**config.mk**
```make
export PLATFORM = sky130hd
export DESIGN_NAME = gpio_irq_port
export DESIGN_NICKNAME = d
export VERILOG_FILES = /design/src/rtl/gpio_irq_pkg.sv /design/src/rtl/gpio_sync.sv /design/src/rtl/gpio_irq_detect.sv /design/src/rtl/gpio_regs.sv /design/src/rtl/gpio_irq_port.sv
export SDC_FILE = /design/constraint.sdc
export NUM_CORES = 1
export LEC_CHECK = 0
export BUFFER_PORTS_ARGS = -buffer_cell sky130_fd_sc_hd__buf_2
export CELL_PAD_IN_SITES_DETAIL_PLACEMENT = 0
export CELL_PAD_IN_SITES_GLOBAL_PLACEMENT = 1
export CORE_UTILIZATION = 41
export DETAILED_ROUTE_END_ITERATION = 10
export PLACE_DENSITY = 0.79
export SYNTH_ARGS = -nofsm -noshare
export SYNTH_HDL_FRONTEND = slang
export SYNTH_SLANG_ARGS = --single-unit
```
**constraint.sdc**
```tcl
create_clock -name clk -period 1.8 [get_ports clk]
set_clock_uncertainty 0.1 [all_clocks]
set_input_delay 0.36 -clock clk [delete_from_list [all_inputs] [get_ports clk]]
set_output_delay 0.36 -clock clk [all_outputs]
set_load 0.02 [all_outputs]
```
**src/rtl/gpio_irq_pkg.sv**
```systemverilog
package gpio_irq_pkg;
  localparam int unsigned ADDR_W = 3;

  typedef enum logic [ADDR_W-1:0] {
    REG_DATA = 3'd0,
    REG_DIR  = 3'd1,
    REG_KIND = 3'd2,
    REG_POL  = 3'd3,
    REG_IEN  = 3'd4,
    REG_RAW  = 3'd5,
    REG_STAT = 3'd6,
    REG_ACK  = 3'd7
  } reg_addr_e;
endpackage

```
**src/rtl/gpio_sync.sv**
```systemverilog
module gpio_sync #(
  parameter int unsigned W      = 8,
  parameter int unsigned STAGES = 2
) (
  input  logic         clk,
  input  logic         rst_n,
  input  logic [W-1:0] d,
  output logic [W-1:0] q
);
  logic [W-1:0] stg_q [STAGES];
  logic [W-1:0] stg_d [STAGES];

  always_comb begin
    stg_d[0] = d;
    for (int k = 1; k < STAGES; k++) stg_d[k] = stg_q[k-1];
  end

  always_ff @(posedge clk or negedge rst_n) begin
    if (!rst_n) begin
      for (int k = 0; k < STAGES; k++) stg_q[k] <= '0;
    end else begin
      for (int k = 0; k < STAGES; k++) stg_q[k] <= stg_d[k];
    end
  end

  assign q = stg_q[STAGES-1];
endmodule

```
**src/rtl/gpio_irq_detect.sv**
```systemverilog
module gpio_irq_detect #(
  parameter int unsigned W = 8
) (
  input  logic         clk,
  input  logic         rst_n,
  input  logic [W-1:0] pin_s,
  input  logic [W-1:0] kind,
  input  logic [W-1:0] pol,
  input  logic [W-1:0] type_chg,
  input  logic [W-1:0] ack,
  output logic [W-1:0] raw
);
  logic [W-1:0] prev_q, evt_q, evt_d;
  logic [W-1:0] rise, fall, hit;

  always_comb begin
    rise  = pin_s & ~prev_q;
    fall  = ~pin_s & prev_q;
    hit   = kind & ((pol & rise) | (~pol & fall));
    evt_d = ((evt_q & ~ack) | hit) & ~type_chg;
    raw   = (~kind & ~(pol ^ pin_s)) | (kind & evt_q);
  end

  always_ff @(posedge clk or negedge rst_n) begin
    if (!rst_n) begin
      prev_q <= '0;
      evt_q  <= '0;
    end else begin
      prev_q <= pin_s;
      evt_q  <= evt_d;
    end
  end

  // a latched event persists while neither acknowledged nor retyped
  a_r3_event_holds: assert property (@(posedge clk) disable iff (!rst_n)
    ((evt_q & ~ack & ~type_chg) != '0) |=>
      ((evt_q & $past(evt_q & ~ack & ~type_chg)) == $past(evt_q & ~ack & ~type_chg)));

  // acknowledge clears unless an edge arrives in the same cycle
  a_r4_ack_clears: assert property (@(posedge clk) disable iff (!rst_n)
    ((ack & ~hit) != '0) |=> ((evt_q & $past(ack & ~hit)) == '0));

  // a new edge is never lost to a simultaneous acknowledge
  a_r4_new_edge_wins: assert property (@(posedge clk) disable iff (!rst_n)
    ((hit & ~type_chg) != '0) |=> ((evt_q & $past(hit & ~type_chg)) == $past(hit & ~type_chg)));

  // a type change always leaves the event cleared
  a_r5_type_clears: assert property (@(posedge clk) disable iff (!rst_n)
    (type_chg != '0) |=> ((evt_q & $past(type_chg)) == '0));
endmodule

```
**src/rtl/gpio_regs.sv**
```systemverilog
module gpio_regs
  import gpio_irq_pkg::*;
#(
  parameter int unsigned W = 8
) (
  input  logic              clk,
  input  logic              rst_n,
  input  logic              bus_sel,
  input  logic              bus_wr,
  input  logic [ADDR_W-1:0] bus_addr,
  input  logic [W-1:0]      bus_wdata,
  output logic [W-1:0]      bus_rdata,
  input  logic [W-1:0]      pin_s,
  input  logic [W-1:0]      raw,
  output logic [W-1:0]      dir_q,
  output logic [W-1:0]      out_q,
  output logic [W-1:0]      kind_q,
  output logic [W-1:0]      pol_q,
  output logic [W-1:0]      ien_q,
  output logic [W-1:0]      type_chg,
  output logic [W-1:0]      ack
);
  logic       wr_en;
  reg_addr_e  a;
  logic [W-1:0] dir_d, out_d, kind_d, pol_d, ien_d;
  logic [W-1:0] data_view;

  always_comb begin
    wr_en    = bus_sel & bus_wr;
    a        = reg_addr_e'(bus_addr);
    dir_d    = dir_q;
    out_d    = out_q;
    kind_d   = kind_q;
    pol_d    = pol_q;
    ien_d    = ien_q;
    type_chg = '0;
    ack      = '0;
    if (wr_en) begin
      case (a)
        REG_DATA: out_d  = bus_wdata;
        REG_DIR:  dir_d  = bus_wdata;
        REG_KIND: begin kind_d = bus_wdata; type_chg = bus_wdata ^ kind_q; end
        REG_POL:  begin pol_d  = bus_wdata; type_chg = bus_wdata ^ pol_q;  end
        REG_IEN:  ien_d  = bus_wdata;
        REG_ACK:  ack    = bus_wdata;
        default:  ;
      endcase
    end
  end

  always_ff @(posedge clk or negedge rst_n) begin
    if (!rst_n) begin
      dir_q  <= '0;
      out_q  <= '0;
      kind_q <= '0;
      pol_q  <= '0;
      ien_q  <= '0;
    end else begin
      dir_q  <= dir_d;
      out_q  <= out_d;
      kind_q <= kind_d;
      pol_q  <= pol_d;
      ien_q  <= ien_d;
    end
  end

  always_comb begin
    data_view = (dir_q & out_q) | (~dir_q & pin_s);
    bus_rdata = '0;
    if (bus_sel) begin
      case (a)
        REG_DATA: bus_rdata = data_view;
        REG_DIR:  bus_rdata = dir_q;
        REG_KIND: bus_rdata = kind_q;
        REG_POL:  bus_rdata = pol_q;
        REG_IEN:  bus_rdata = ien_q;
        REG_RAW:  bus_rdata = raw;
        REG_STAT: bus_rdata = raw & ien_q;
        default:  bus_rdata = '0;
      endcase
    end
  end

  // a direction write lands on the next edge
  a_r8_dir_write: assert property (@(posedge clk) disable iff (!rst_n)
    (bus_sel && bus_wr && bus_addr == REG_DIR) |=> (dir_q == $past(bus_wdata)));
endmodule

```
**src/rtl/gpio_irq_port.sv**
```systemverilog
module gpio_irq_port
  import gpio_irq_pkg::*;
#(
  parameter int unsigned W           = 8,
  parameter int unsigned SYNC_STAGES = 2
) (
  input  logic              clk,
  input  logic              rst_n,
  input  logic [W-1:0]      pin_i,
  output logic [W-1:0]      pin_o,
  output logic [W-1:0]      pin_oe,
  input  logic              bus_sel,
  input  logic              bus_wr,
  input  logic [ADDR_W-1:0] bus_addr,
  input  logic [W-1:0]      bus_wdata,
  output logic [W-1:0]      bus_rdata,
  output logic              irq_o,
  output logic [W-1:0]      irq_pin_o
);
  logic [W-1:0] pin_s, raw;
  logic [W-1:0] dir_q, out_q, kind_q, pol_q, ien_q, type_chg, ack;

  gpio_sync #(.W(W), .STAGES(SYNC_STAGES)) u_sync (
    .clk(clk), .rst_n(rst_n), .d(pin_i), .q(pin_s)
  );

  gpio_regs #(.W(W)) u_regs (
    .clk(clk), .rst_n(rst_n),
    .bus_sel(bus_sel), .bus_wr(bus_wr), .bus_addr(bus_addr),
    .bus_wdata(bus_wdata), .bus_rdata(bus_rdata),
    .pin_s(pin_s), .raw(raw),
    .dir_q(dir_q), .out_q(out_q), .kind_q(kind_q), .pol_q(pol_q),
    .ien_q(ien_q), .type_chg(type_chg), .ack(ack)
  );

  gpio_irq_detect #(.W(W)) u_det (
    .clk(clk), .rst_n(rst_n), .pin_s(pin_s), .kind(kind_q), .pol(pol_q),
    .type_chg(type_chg), .ack(ack), .raw(raw)
  );

  assign pin_oe    = dir_q;
  assign pin_o     = out_q;
  assign irq_pin_o = raw & ien_q;
  assign irq_o     = |irq_pin_o;

  // an enable write of zero silences every pin on the next edge
  a_r6_disable_silences: assert property (@(posedge clk) disable iff (!rst_n)
    (bus_sel && bus_wr && bus_addr == REG_IEN && bus_wdata == '0) |=> (irq_pin_o == '0));

  // a combined request implies at least one pin request
  a_r7_any_pin: assert property (@(posedge clk) disable iff (!rst_n)
    irq_o |-> ($countones(irq_pin_o) > 0));
endmodule

```
[After elaboration in Yosys (flattened, before gate mapping)]
Index checks and enable logic that the tools add are counted.
Word-level totals
  flip-flop bits (word level): 72
  bits in latches: 0
  memory bits (writable): 0
  ROM bits: 0
  output and inout port bits: 33
  memories kept: 0
Operators by class
  $add $sub $neg: 0
  multipliers: 0
  divide/modulo/power cells: 0
  $lt $le $gt $ge: 0
  eq/ne operators: 7
  shifts and indexed selects: 0
  mux-type cells: 6
  bitwise gates (word level): 28
  reductions and logical operators: 7
Operator list (number)
  $and 8x8->8: 12
  $not 8->8: 8
  $pmux 8 s7: 1
  $mux 8: 4
  $or 8x8->8: 4
  $xor 8x8->8: 3
  $pmux 8 s2: 1
  $eq 3x3->1 const B: 4
  $reduce_and 2->1: 5
  $reduce_or 8->1: 1
  $eq 3x2->1 const B: 2
  $eq 3x1->1 const B: 1
  $logic_not 3->1: 1
  $and 1x1->1: 1

[Depth between registers and ports, before layout]
  depth in word-level cells: 7
  mapped depth: 7
  gate-level depth less buffers: 4

[By module]
A second synthesis with hierarchy kept.
Unflattened totals
  cells, all modules: 309
  area, all modules: 3728.6 um^2
Modules (own cells, without submodules)
  gpio_regs: instances 1, cells an instance 210, area each 2443.6 um^2, sequential area each 1001.0 um^2
  gpio_irq_detect: instances 1, cells an instance 72, area each 810.8 um^2, sequential area each 400.4 um^2
  gpio_sync: instances 1, cells an instance 16, area each 400.4 um^2, sequential area each 400.4 um^2
  gpio_irq_port: instances 1, cells an instance 11, area each 73.8 um^2, sequential area each 0.0 um^2

[Least setup slack after synthesis]
No wires, ideal clock.
  path kind: reg2out
  from: register u_regs.kind_q[6]
  to: output port bus_rdata[6]
  arrival: 1.765 ns
  data required time: 1.340 ns
  setup slack: -0.425 ns
  stages on the path, launching flop included: 6
  buffers on the path: 1
  cells stage by stage: dfrtp_1 clkbuf_1 nand2b_1 o21ai_0 nand2_1 a31oi_1
Between the ends
  word-level cells in the longest chain between the ends: 6
  elaborated cells between the ends (all ways): 7
  classes of those cells: mux (2); bitwise (5)
Ends and longest elaborated chain
  start, declared: line gpio_regs.sv:17  | output logic [W-1:0] kind_q,
  start signal, assigned: line gpio_regs.sv:61  | kind_q <= kind_d;
  $not 8->8: line gpio_irq_detect.sv:21  | raw = (~kind & ~(pol ^ pin_s)) | (kind & evt_q);
  $and 8x8->8: line gpio_irq_detect.sv:21
  $or 8x8->8 *: line gpio_irq_detect.sv:21
  $and 8x8->8 *
  via irq_pin_o[6]: line gpio_irq_port.sv:18  | output logic [W-1:0] irq_pin_o
  $pmux 8 s7 *: line gpio_regs.sv:71  | case (a)
  $mux 8 *: line gpio_regs.sv:70  | if (bus_sel) begin
  end, declared: line gpio_irq_port.sv:16  | output logic [W-1:0] bus_rdata,
The timed path passes the listed nets; every way through them passes the cells marked *.

[Worst setup path after layout]
  from: register u_sync.stg_q, in the netlist u_sync.q[7]
  to: output port bus_rdata[7]
Between the ends
  word-level cells in the longest chain between the ends: 7
  elaborated cells between the ends (all ways): 9
  classes of those cells: mux (2); bitwise (7)
Ends and longest elaborated chain
  start, declared: line gpio_sync.sv:10  | logic [W-1:0] stg_q [STAGES];
  $xor 8x8->8: line gpio_irq_detect.sv:21
  $not 8->8: line gpio_irq_detect.sv:21
  $and 8x8->8: line gpio_irq_detect.sv:21
  $or 8x8->8: line gpio_irq_detect.sv:21
  $and 8x8->8: line gpio_regs.sv:78  | REG_STAT: bus_rdata = raw & ien_q;
  $pmux 8 s7 *: line gpio_regs.sv:71
  $mux 8 *: line gpio_regs.sv:70
Every way passes the cells marked *; elsewhere a longest branch is shown, timed or not.

==> impl_metrics.env <==
export IMPL_status="finished with violations"
export IMPL_violations="design-rule violations, negative setup slack"
export IMPL_worstSetupPathType="reg2out"
export IMPL_startpoint_type="flop"
export IMPL_place_hpwl_um=7030
export IMPL_synth_most_common_cell="dfrtp_1"
export IMPL_power_density_mw_per_mm2=1080
export IMPL_detail_route_wl_per_cell_um=18.0
export IMPL_numPortBuffers=55
export IMPL_crit_fanout=3
export IMPL_firstDrtPassIters=7
export IMPL_synthesis_nets=359
export IMPL_antenna_cells=0
export IMPL_synthFlopType="dfrtp_1"
export IMPL_regArea_mm2=0.00180
export IMPL_ir_drop_uv=611
export IMPL_endpoint_kind="primary output"
export IMPL_hp_start="pin_i[7]"
export IMPL_leakagePower_uw=0.00242
export IMPL_post_route_util_pct=59.6
export IMPL_post_dp_cell_area_mm2=0.00470
export IMPL_design_area_mm2=0.00527
export IMPL_grt_overflow=0
export IMPL_synth_area_per_cell_um2=11.3
export IMPL_finalWorstSetupSlack_ps=-352
export IMPL_dieArea_mm2=0.00968
export IMPL_ctsLongestPathBuffers=2
export IMPL_grt_max_degree=36
export IMPL_grt_pass1_wl_um=16600
export IMPL_synth_common_cells="72 x dfrtp_1, 50 x mux2_2, 31 x nand2_1, 21 x o21ai_0, 14 x mux2i_1"
export IMPL_worst_skew_pair_late_latency_ps=350
export IMPL_grt_pass1_vias=3206
export IMPL_worst_slew_pin_slew_ps=362
export IMPL_setup_viol=17
export IMPL_dieHeight_um=98.4
export IMPL_core_area_mm2=0.00885
export IMPL_drt_iter0_drc=139
export IMPL_viasPerCell=5.55
export IMPL_whs_ps=13.4
export IMPL_finalHoldViolCount=0
export IMPL_place_ws_ps=-252
export IMPL_period_share_pct=120
export IMPL_antenna_found_initial=0
export IMPL_fill_cells=732
export IMPL_reg2reg_slack_ps=110
export IMPL_cts_tree="built"
export IMPL_cp_arrival_ps=1690
export IMPL_ys_seq_area_share_pct=47.3
export IMPL_hold_path_class="in2reg"
export IMPL_drive_gt1_share_pct=50.3
export IMPL_synth_top_area_share_pct=47.3
export IMPL_grt_usage_pct=22.6
export IMPL_ys_types=45
export IMPL_die_w_um=98.4
export IMPL_r2r_end="u_det.evt_q[3]"
export IMPL_finalNetCount=481
export IMPL_wirelength_um=10300
export IMPL_cts_made_buffers=9
export IMPL_clkTransAtPathRegs_ps=80
export IMPL_num_vias=3167
export IMPL_fmax_mhz=465
export IMPL_start_util_pct=43.1
export IMPL_synth_enable_flop_cells=0
export IMPL_yosys_warnings=0
export IMPL_hold_end="u_sync.stg_d[7]"
export IMPL_synthesis_area_mm2=0.00381
export IMPL_cts_htree_levels=3
export IMPL_ios=56
export IMPL_rsz0062_at_grt="yes"
export IMPL_area_growth_pct=38.4
export IMPL_period_needed_ps=2150
export IMPL_synth_area_leaders="dfrtp_1 47%, mux2_2 15%, mux2i_1 3.7%, nand2_1 3.1%, o21ai_0 2.8%"
export IMPL_rows=34
export IMPL_netlist_instances=336
export IMPL_hold_depth=1
export IMPL_root_buffer="clkbuf_8"
export IMPL_synth_top_area_cell="dfrtp_1"
export IMPL_ys_seq_elements=72
export IMPL_numClockSinks=72
export IMPL_async_flop_share_pct=100
export IMPL_setup_tns_final_ps=-3680
export IMPL_gp_congestion=0.814
export IMPL_rr_worst_depth=6
export IMPL_cp_required_ps=1340
export IMPL_slew_headroom_pct=75.7
export IMPL_ant_nets=0
export IMPL_crit_reg2reg_launch="u_sync.q[3]"
export IMPL_drv_cap=0
export IMPL_maxSlewViolCount=0
export IMPL_multi_input_area_mm2=0.00206
export IMPL_drc=2
-- worst max-delay path, cell delays in order, from the launching register on --
cell and delay [ps]:
dfrtp_1 410, buf_6 130, mux2i_1 120, o21ai_1 90
a32o_2 220, a32o_2 230, buf_6 130
-- layer usage --
layer  track usage, %  vias up  wire, um
li1                 -     1511         -
met2             36.6       88      5080
met3             3.08       11       524
met5                0        -         0
met4             9.64        0       124
met1             30.5     1557      4540
-- power breakdown --
| group | internal [uW] | switching [uW] | total, uW | leakage [uW] |
|---|---|---|---|---|
| Clock | 711 | 619 | 1330 | 0.000101 |
| Combinational | 1110 | 1050 | 2160 | 0.00146 |
| Sequential | 1940 | 280 | 2220 | 0.000861 |
| Total | 3760 | 1940 | 5710 | 0.00242 |
-- how the worst max path moves through the flow --
stage / from / endpoint / slack, ps / cells past startpoint
finish: u_sync.q[7] / bus_rdata[7] / -350 / 6
global route: u_sync.q[7] / bus_rdata[7] / -430 / 5
CTS: u_regs.pol_q[1] / bus_rdata[1] / -370 / 5
detailed placement: bus_addr[0] / bus_rdata[5] / -250 / 6
global placement: bus_addr[0] / bus_rdata[5] / -240 / 6
floorplan: bus_addr[0] / bus_rdata[6] / -20 / 7
-- state kept, by name, indices dropped and copies added, names as in the netlist --
signal         count
u_det.evt_q        8
u_det.prev_q       8
u_regs.dir_q       8
u_regs.ien_q       8
u_regs.kind_q      8
u_regs.out_q       8
u_regs.pol_q       8
u_sync.q           8
u_sync.stg_d       8
-- final cells by class --
cell class / count / share of cell area (%)
inverter: 2 / 0.142
clock inverter: 5 / 1.04
sequential: 72 / 34.2
timing repair buffer: 131 / 20.1
tap: 108 / 2.56
multi-input combinational: 242 / 39.1
clock buffer: 11 / 2.87
-- stage by stage --
| stage | total power, uW | instances |
|---|---|---|
| after floorplan | 3320 | 336 |
| after global placement | 4000 | 540 |
| after detailed placement | 4060 | 540 |
| after CTS | 5650 | 568 |
| after global routing | 6020 | 571 |
| final | 5710 | 571 |
-- layout by cell type, fill, tap and decap left out, types with 9 or more instances in the layout --
cell type and count:
o21ai_0 10, nor2_1 9, buf_6 18, buf_2 38, buf_4 62, mux2_2 48, nand2_1 31, clkbuf_8 11
mux2i_1 14, dfrtp_1 72
-- kinds of logic (layout without fill, tap and decap cells) --
logic type	after synthesis	count (layout)	share of synthesized area (%)
buf+inv	22	149	3.02
compound gates	77	77	13.9
flops	72	72	47.3
simple gates	93	93	15.5
xor+xnor	8	8	1.84
mux	64	64	18.5
-- timing repair --
item / 4_1_cts / 5_1_grt
hold endpoints to repair: 28 / 1
endpoints found under the setup margin: 17 / 17
hold buffers: 5 / 1
pin swaps: 28 / 10
resized for setup: 55 / 16
setup buffers: 8 / 2
No activity file was read; power rests on OpenSTA's default activity.
